File: config.mk
export PLATFORM = sky130hd
export DESIGN_NAME = memmap_cfg_decode
export DESIGN_NICKNAME = d
export VERILOG_FILES = /design/src/rtl/memmap_pkg.sv /design/src/rtl/mm_window_match.sv /design/src/rtl/memmap_cfg_regs.sv /design/src/rtl/mm_pin_ctrl.sv /design/src/rtl/memmap_cfg_decode.sv
export SDC_FILE = /design/constraint.sdc
export NUM_CORES = 1
export LEC_CHECK = 0
export BUFFER_PORTS_ARGS = -buffer_cell sky130_fd_sc_hd__buf_2
export CAP_MARGIN = 20
export CORE_UTILIZATION = 34
export DETAILED_ROUTE_END_ITERATION = 7
export PLACE_DENSITY = 0.95
export SYNTH_ARGS = -nofsm -noshare
export SYNTH_HDL_FRONTEND = slang
export SYNTH_SLANG_ARGS = --single-unit
File: constraint.sdc
create_clock -name clk -period 2.9 [get_ports clk]
set_input_delay 0.145 -clock clk [delete_from_list [all_inputs] [get_ports clk]]
set_output_delay 0.145 -clock clk [all_outputs]
set_load 0.1 [all_outputs]
File: src/rtl/memmap_pkg.sv
// Package: shared I/O addresses and bit positions of the configuration registers.
// Assumes a 16-bit I/O address bus and two flash banks.
package memmap_pkg;
    localparam int          IO_AW         = 16;
    localparam int          FLASH_BANKS   = 2;
    localparam logic [15:0] IO_FACC_BASE  = 16'hFFE0;
    localparam logic [15:0] IO_MODE       = 16'hFFE4;
    localparam logic [15:0] IO_CLKCTL     = 16'hFFE8;
    localparam int          MODE_MP_BIT   = 0;
    localparam int          MODE_PON_BIT  = 1;
    localparam int          MODE_DON_BIT  = 2;
    localparam int          MODE_FRD_BIT  = 15;
endpackage

File: src/rtl/mm_window_match.sv
// Address window comparator: hit when BASE <= addr < BASE + WORDS.
// Assumes BASE + WORDS <= 2**AW. The compare uses one extra bit so that
// addresses below BASE wrap to large values and miss.
module mm_window_match #(
    parameter int AW    = 16,
    parameter int BASE  = 0,
    parameter int WORDS = 4096
) (
    input  logic [AW-1:0] addr,
    output logic          hit
);
    localparam logic [AW:0] LO   = (AW+1)'(BASE);
    localparam logic [AW:0] SPAN = (AW+1)'(WORDS);

    logic [AW:0] offset;

    // offset of the address from the window base, modulo 2**(AW+1)
    always_comb offset = {1'b0, addr} - LO;

    // inside the window when the offset is below the span
    always_comb hit = (offset < SPAN);
endmodule

File: src/rtl/memmap_cfg_regs.sv
// Configuration register file on the I/O bus: flash access registers,
// the mode register and the clock register. Reads are combinational and
// writes apply on the clock edge. Reset is synchronous and active low.
// The mode bit follows the boot pin while reset is held.
module memmap_cfg_regs
    import memmap_pkg::*;
#(
    parameter int NB = FLASH_BANKS
) (
    input  logic             clk,
    input  logic             rst_n,
    input  logic             boot_mode_pin,
    input  logic [IO_AW-1:0] io_addr,
    input  logic [15:0]      io_wdata,
    input  logic             io_wr,
    output logic [15:0]      io_rdata,
    output logic             mp_mode,
    output logic             ram_prog_en,
    output logic             ram_data_en,
    output logic             fast_rd,
    output logic [NB-1:0]    flash_array_mode,
    output logic             clk_off
);
    logic unused_wdata;
    assign unused_wdata = ^io_wdata[14:3];

    // mode register: pin capture in reset, software write afterwards
    always_ff @(posedge clk) begin
        if (!rst_n) begin
            mp_mode     <= boot_mode_pin;
            ram_prog_en <= 1'b1;
            ram_data_en <= 1'b1;
            fast_rd     <= 1'b0;
        end else if (io_wr && io_addr == IO_MODE) begin
            mp_mode     <= io_wdata[MODE_MP_BIT];
            ram_prog_en <= io_wdata[MODE_PON_BIT];
            ram_data_en <= io_wdata[MODE_DON_BIT];
            fast_rd     <= io_wdata[MODE_FRD_BIT];
        end
    end

    // clock register: output disable bit
    always_ff @(posedge clk) begin
        if (!rst_n)
            clk_off <= 1'b0;
        else if (io_wr && io_addr == IO_CLKCTL)
            clk_off <= io_wdata[0];
    end

    // one access-mode flop per flash bank at consecutive I/O addresses
    for (genvar b = 0; b < NB; b++) begin : g_facc
        localparam logic [IO_AW-1:0] BANK_ADDR = IO_FACC_BASE + IO_AW'(b);
        always_ff @(posedge clk) begin
            if (!rst_n)
                flash_array_mode[b] <= 1'b1;
            else if (io_wr && io_addr == BANK_ADDR)
                flash_array_mode[b] <= io_wdata[0];
        end
    end

    // readback mux: reserved bits and unmapped addresses return zero
    always_comb begin
        io_rdata = '0;
        if (io_addr == IO_MODE) begin
            io_rdata[MODE_MP_BIT]  = mp_mode;
            io_rdata[MODE_PON_BIT] = ram_prog_en;
            io_rdata[MODE_DON_BIT] = ram_data_en;
            io_rdata[MODE_FRD_BIT] = fast_rd;
        end
        if (io_addr == IO_CLKCTL)
            io_rdata[0] = clk_off;
        for (int b = 0; b < NB; b++) begin
            if (io_addr == IO_FACC_BASE + IO_AW'(b))
                io_rdata[0] = flash_array_mode[b];
        end
    end
endmodule

File: src/rtl/mm_pin_ctrl.sv
// Pin control: picks the read-strobe pin source and drives the clock-output
// enable. Purely combinational. Assumes cpu_rw is 1 for a read cycle.
module mm_pin_ctrl (
    input  logic fast_rd,
    input  logic clk_off,
    input  logic cpu_rd_n,
    input  logic cpu_rw,
    output logic rd_pin_n,
    output logic clkout_en
);
    // read pin carries the inverted read/write line when fast read is set
    always_comb rd_pin_n = fast_rd ? ~cpu_rw : cpu_rd_n;

    // clock output is active unless it is disabled
    always_comb clkout_en = ~clk_off;
endmodule

File: src/rtl/memmap_cfg_decode.sv
// Top: configuration registers plus program and data address decoders.
// The program space holds a RAM window and NB flash banks from address 0.
// The data space holds a RAM window only.
// Assumes the windows do not overlap and the flash banks lie below the RAM window.
module memmap_cfg_decode
    import memmap_pkg::*;
#(
    parameter int AW          = 16,
    parameter int RAM_WORDS   = 4096,
    parameter int PRAM_BASE   = 'h8000,
    parameter int DRAM_BASE   = 'h0800,
    parameter int FBANK_WORDS = 'h4000
) (
    input  logic             clk,
    input  logic             rst_n,
    input  logic             boot_mode_pin,
    input  logic [IO_AW-1:0] io_addr,
    input  logic [15:0]      io_wdata,
    input  logic             io_wr,
    output logic [15:0]      io_rdata,
    input  logic [AW-1:0]    prog_addr,
    input  logic [AW-1:0]    data_addr,
    output logic             prog_ram_sel,
    output logic [FLASH_BANKS-1:0] prog_flash_arr_sel,
    output logic [FLASH_BANKS-1:0] prog_flash_reg_sel,
    output logic             prog_ext_sel,
    output logic             data_ram_sel,
    output logic             data_ext_sel,
    input  logic             cpu_rd_n,
    input  logic             cpu_rw,
    output logic             rd_pin_n,
    output logic             clkout_en
);
    localparam int NB = FLASH_BANKS;

    logic          mp_mode, ram_prog_en, ram_data_en, fast_rd, clk_off;
    logic [NB-1:0] flash_array_mode;
    logic          pram_hit, dram_hit;
    logic [NB-1:0] bank_hit, bank_claim;

    memmap_cfg_regs #(.NB(NB)) regs_i (
        .clk              (clk),
        .rst_n            (rst_n),
        .boot_mode_pin    (boot_mode_pin),
        .io_addr          (io_addr),
        .io_wdata         (io_wdata),
        .io_wr            (io_wr),
        .io_rdata         (io_rdata),
        .mp_mode          (mp_mode),
        .ram_prog_en      (ram_prog_en),
        .ram_data_en      (ram_data_en),
        .fast_rd          (fast_rd),
        .flash_array_mode (flash_array_mode),
        .clk_off          (clk_off)
    );

    mm_window_match #(.AW(AW), .BASE(PRAM_BASE), .WORDS(RAM_WORDS)) pram_win_i (
        .addr (prog_addr),
        .hit  (pram_hit)
    );

    mm_window_match #(.AW(AW), .BASE(DRAM_BASE), .WORDS(RAM_WORDS)) dram_win_i (
        .addr (data_addr),
        .hit  (dram_hit)
    );

    // one window per flash bank, stacked upward from program address 0
    for (genvar b = 0; b < NB; b++) begin : g_bank
        mm_window_match #(.AW(AW), .BASE(b * FBANK_WORDS), .WORDS(FBANK_WORDS)) win_i (
            .addr (prog_addr),
            .hit  (bank_hit[b])
        );
    end

    // flash claims the address only in microcontroller mode
    always_comb bank_claim = mp_mode ? '0 : bank_hit;

    // program-space select outputs
    always_comb begin
        prog_ram_sel       = ram_prog_en & pram_hit;
        prog_flash_arr_sel = bank_claim & flash_array_mode;
        prog_flash_reg_sel = bank_claim & ~flash_array_mode;
        prog_ext_sel       = ~(prog_ram_sel | (|bank_claim));
    end

    // data-space select outputs
    always_comb begin
        data_ram_sel = ram_data_en & dram_hit;
        data_ext_sel = ~data_ram_sel;
    end

    mm_pin_ctrl pins_i (
        .fast_rd   (fast_rd),
        .clk_off   (clk_off),
        .cpu_rd_n  (cpu_rd_n),
        .cpu_rw    (cpu_rw),
        .rd_pin_n  (rd_pin_n),
        .clkout_en (clkout_en)
    );
endmodule

== Word-level counts from Yosys, hierarchy flattened ==
Cells that the tools add are included.
Word-level totals
  bits in registers: 7
  bits of input ports: 70
  output and inout bits: 26
Operators by class
  add/sub/neg operators: 3
  $lt $le $gt $ge: 4
  equal/unequal tests: 5
  muxes and demuxes: 9
  bitwise logic cells: 10
  reductions and logical operators: 5
Operators with widths (count)
  16-bit == test, second input constant: 4
  17-bit by 13-bit < comparator with 1-bit output, second input constant: 2
  17-bit by 15-bit < comparator with 1-bit output, second input constant: 1
  16-bit by 12-bit subtractor with 17-bit output, second input constant: 1
  16-bit by 15-bit subtractor with 17-bit output, second input constant: 1
  16-bit by 16-bit subtractor with 17-bit output, second input constant: 1
  16-bit by 15-bit < comparator with 1-bit output, second input constant: 1
  1-bit two-way mux: 7
  2-bit AND: 2
  1-bit logical AND: 4
  1-bit NOT: 4
  3-bit two-way mux: 1
  1-bit AND: 2
  2-bit two-way mux: 1
  2-bit by 1-bit inequality test with 1-bit output, second input constant: 1
  2-bit NOT: 1
  2-bit OR reduction: 1
  1-bit bitwise OR: 1

== Logic depth before layout (Yosys ltp) ==
  depth in word-level cells: 6
  gate-level depth with buffers: 6

== Modules after synthesis ==
From an unflattened synthesis, not the netlist that was laid out.
Second synthesis, totals
  cell total of the unflattened synthesis: 90
  area, all modules: 713.2 µm²
Modules (own cells, without submodules)
  memmap_cfg_regs: instances 1, cells an instance 66, area each 546.8 µm²
  memmap_cfg_decode: instances 1, cells an instance 9, area each 58.8 µm²
  mm_window_match (dram_win_i): instances 1, cells an instance 9, area each 57.6 µm²
  mm_pin_ctrl: instances 1, cells an instance 3, area each 17.5 µm²
  mm_window_match (pram_win_i): instances 1, cells an instance 1, area each 15.0 µm²
  mm_window_match (g_bank[1].win_i): instances 1, cells an instance 1, area each 13.8 µm²
  mm_window_match (g_bank[0].win_i): instances 1, cells an instance 1, area each 3.8 µm²

== Worst setup path before layout ==
Ideal clock, no wire load.
  kind: flip-flop to output port
  start point: reg regs_i.ram_prog_en
  end point: out prog_ext_sel
  arrival time: 3755 ps
  slack: -1000 ps
  cell stages (with the launch flop): 4
  cell sequence: dfxtp_1 -> nand3b_1 -> nor3_1 -> nor2_1
Between the ends
  longest elaborated chain between the ends: 3
RTL lines
  from (decl): RTL line memmap_cfg_regs.sv:18  | output logic ram_prog_en,
  from (signal assigned): RTL line memmap_cfg_regs.sv:36  | ram_prog_en <= io_wdata[MODE_PON_BIT];
  1-bit AND: RTL line memmap_cfg_decode.sv:80  | prog_ram_sel = ram_prog_en & pram_hit;
  named net prog_ram_sel: RTL line memmap_cfg_decode.sv:23  | output logic prog_ram_sel,
  1-bit bitwise OR: RTL line memmap_cfg_decode.sv:83  | prog_ext_sel = ~(prog_ram_sel | (|bank_claim));
  1-bit NOT: RTL line memmap_cfg_decode.sv:83
  to (decl): RTL line memmap_cfg_decode.sv:26  | output logic prog_ext_sel,
The timed path passes the listed nets, and every way through them passes these cells.

== Final worst setup path ==
  start point: reg regs_i.mp_mode
  end point: out prog_flash_arr_sel[1]
Between the ends
  longest elaborated chain between the ends: 2
RTL lines
  from (decl): RTL line memmap_cfg_regs.sv:17  | output logic mp_mode,
  from (signal assigned): RTL line memmap_cfg_regs.sv:30  | mp_mode <= boot_mode_pin;
  from (signal assigned): RTL line memmap_cfg_regs.sv:35  | mp_mode <= io_wdata[MODE_MP_BIT];
  2-bit two-way mux: RTL line memmap_cfg_decode.sv:76  | always_comb bank_claim = mp_mode ? '0 : bank_hit;
  2-bit AND: RTL line memmap_cfg_decode.sv:81  | prog_flash_arr_sel = bank_claim & flash_array_mode;
  to (decl): RTL line memmap_cfg_decode.sv:24  | output logic [FLASH_BANKS-1:0] prog_flash_arr_sel,
Every way passes these cells.

==> run summary <==
post-synth top area cell -> dfxtp_1
WS Path Type -> reg -> out
CP arrival -> 1500 ps
ANT cells -> 0
WHS Path Cells -> 3
register area share after synthesis -> 20.2%
chip height -> 48.8 µm
period utilization -> 56.7%
Hold Path End -> regs_i.fast_rd
Max-cap violations -> 0
worst-path maximum fanout -> 4
critical path depth -> 3
reg2reg end -> regs_i.flash_array_mode[0]
Layout area overhead -> 36.3%
CTS tree -> done
path type of the worst min-delay path -> in -> reg
Cell variety after synth -> 34
Post-synth EDFFs -> 1
Multi-input gate area -> 531 µm²
CTS clk-pin slew, worst paths -> 50 ps
setup TNS -> 0 ps
crit path buf inv count -> 1
hold buffer count at cts -> 0
RSZ-0062 raised after global routing -> false
largest cells by area after synthesis -> dfxtp_1 (16%), buf_4 (12%), nor4_4 (5.7%), mux2i_1 (5.4%), nand2b_1 (5.0%)
Post-Place Setup Slack -> 1260 ps
Iter 0 DRT Violations -> 11
Hold Startpoint -> io_wdata[15]
Initial Util -> 37.2%
fin. max-slew vios -> 0
total routed wirelength -> 1.59 mm
Syn Area/Cell -> 8.09 µm²
crit path capture type -> output port
Root Driver -> clkbuf_4
NumNets Final -> 214
drt pass-1 iters -> 6
CP peak stage delay -> 460 ps
Cell Chain, Critical Path -> nor2_1 > and3_1 > buf_2
Filler cells -> 207
Via density -> 4.62
RePlAce Congestion -> 0.761
Crit path required time -> 2760 ps
Syn Std Cell Area -> 744 µm²
Post-synth ARST share -> 0%
fin worst setup slack -> 1260 ps
fin cells -> 169
synthesis warning total -> 0
# rows -> 16
largest net degree at the start of global routing -> 14
Post-Route Utilization -> 50.7%
die width -> 48.8 µm
Crit path max-delay family -> flip-flops
outcome -> finished clean
Clk Latency, worst-skew pair -> 250 ps
post-route ant nets -> 0
most frequent cells after synthesis -> buf_4 (12), inv_1 (9), nand2_1 (7), nor2_1 (7)
f_max -> 608 MHz
R2R Path Start -> regs_i.flash_array_mode[0]
CP startpoint kind -> register
Syn Inst Count -> 92
DR vias -> 780
initial antenna violation count -> 0
top cell type's share of synthesized area -> 16.1%
clk_skew -> 0 ps
I/O pin count -> 96
Cell Area, Placed -> 988 µm²
placed cells -> 165
Final setup viols -> 0
cts repair resizes -> 0
drc violations -> 0
IR drop worst, VDD -> 0.284 mV
Fin Hold WS -> 137 ps
GR Util All Layers -> 13.3%
FF/Latch Area -> 150 µm²
top-count cell post-synth -> buf_4
Avg WL per Cell -> 9.39 µm
H-tree Lvls -> 1
pwr dens -> 356 mW/mm²
Buffers on Ports -> 48
CTS buffer count -> 3
Post-CTS Setup Bufs -> 0
HPWL reported at the end of detailed placement -> 1.37 mm
minimum clock period -> 1640 ps
core area -> 0.00200 mm²
die area -> 0.00238 mm²
static leakage -> 0.517 nW
Finished Cell Area -> 0.00101 mm²
Max clock buf depth -> 2
Seq cells post-synth -> 7
Hold Vio Cnt, Final -> 0
register-to-register setup slack -> 2120 ps
total clock sinks -> 7
share of cells above drive strength 1 -> 43.0%
Reg2Reg Depth -> 3
vias in the first global route -> 640
residual overflow from global routing -> 0
prevailing post-synth register cell -> dfxtp_1
Power Total -> 0.361 mW
slowest CP cell -> edfxtp_1
first-pass GRT wire length -> 2.56 mm
[cells by family (layout without fill, tap and decap cells)]
group           Yosys count  after routing  synth area share (%)
simple gates             42             42                  42.7
fa+ha+maj                 1              1                  1.68
compound gates           15             15                  12.4
other cells               1             12                 0.504
buf+inv                  22             61                  17.1
mux                       4              4                  5.38
flops                     7              7                  20.2
[per-layer routing]
layer  vias to the layer above  routed length, µm  GRT usage, %
met1                       334                685          15.4
met3                         0                183          6.23
met4                         0                  0             0
met2                        44                718          23.4
met5                         -                  0             0
li1                        402                  -             -
[power breakdown]
| group | internal (mW) | switching, mW | leakage [nW] |
|---|---|---|---|
| clock | 0.0526 | 0.0373 | 0.0150 |
| combinational | 0.0339 | 0.135 | 0.444 |
| sequential | 0.100 | 0.00199 | 0.0582 |
| total | 0.187 | 0.174 | 0.517 |
[state kept, by name, summed over array words and instances (netlist names)]
signal                   flops
regs_i.mp_mode               1
regs_i.fast_rd               1
regs_i.flash_array_mode      2
regs_i.ram_prog_en           1
regs_i.ram_data_en           1
regs_i.clk_off               1
[worst reg2reg max path, stage by stage (launching register included)]
cell,delay (ps)
dfxtp_1,340
nand2b_1,150
a21oi_1,120
a31oi_1,50
[final cells by class]
type	instances	share of cell area [%]
Sequential cell	7	14.8
Inverter	9	3.33
Timing Repair Buffer	48	23.7
Tap cell	27	3.33
Clock buffer	4	2.59
Multi-Input combinational cell	74	52.3
[cell usage in the layout, fill, tap and decap left out, types with 4 or more instances in the layout]
cell,n
nand2_1,7
mux2i_1,4
nand2b_1,6
conb_1,12
a21oi_1,4
dfxtp_1,6
inv_1,9
a31oi_1,4
buf_2,48
nor2_1,7
[worst max path at each step]
stage                  startpoint                     to  slack (ps)
6_report           regs_i.mp_mode  prog_flash_arr_sel[1]        1260
5_1_grt            regs_i.mp_mode  prog_flash_reg_sel[1]        1150
4_1_cts            regs_i.mp_mode  prog_flash_arr_sel[1]        1240
3_5_place_dp          io_addr[14]            io_rdata[0]        1260
3_3_place_gp          io_addr[14]            io_rdata[0]        1270
2_1_floorplan  regs_i.ram_prog_en           prog_ext_sel         260
Note: power is estimated with default switching activity, not from simulation.
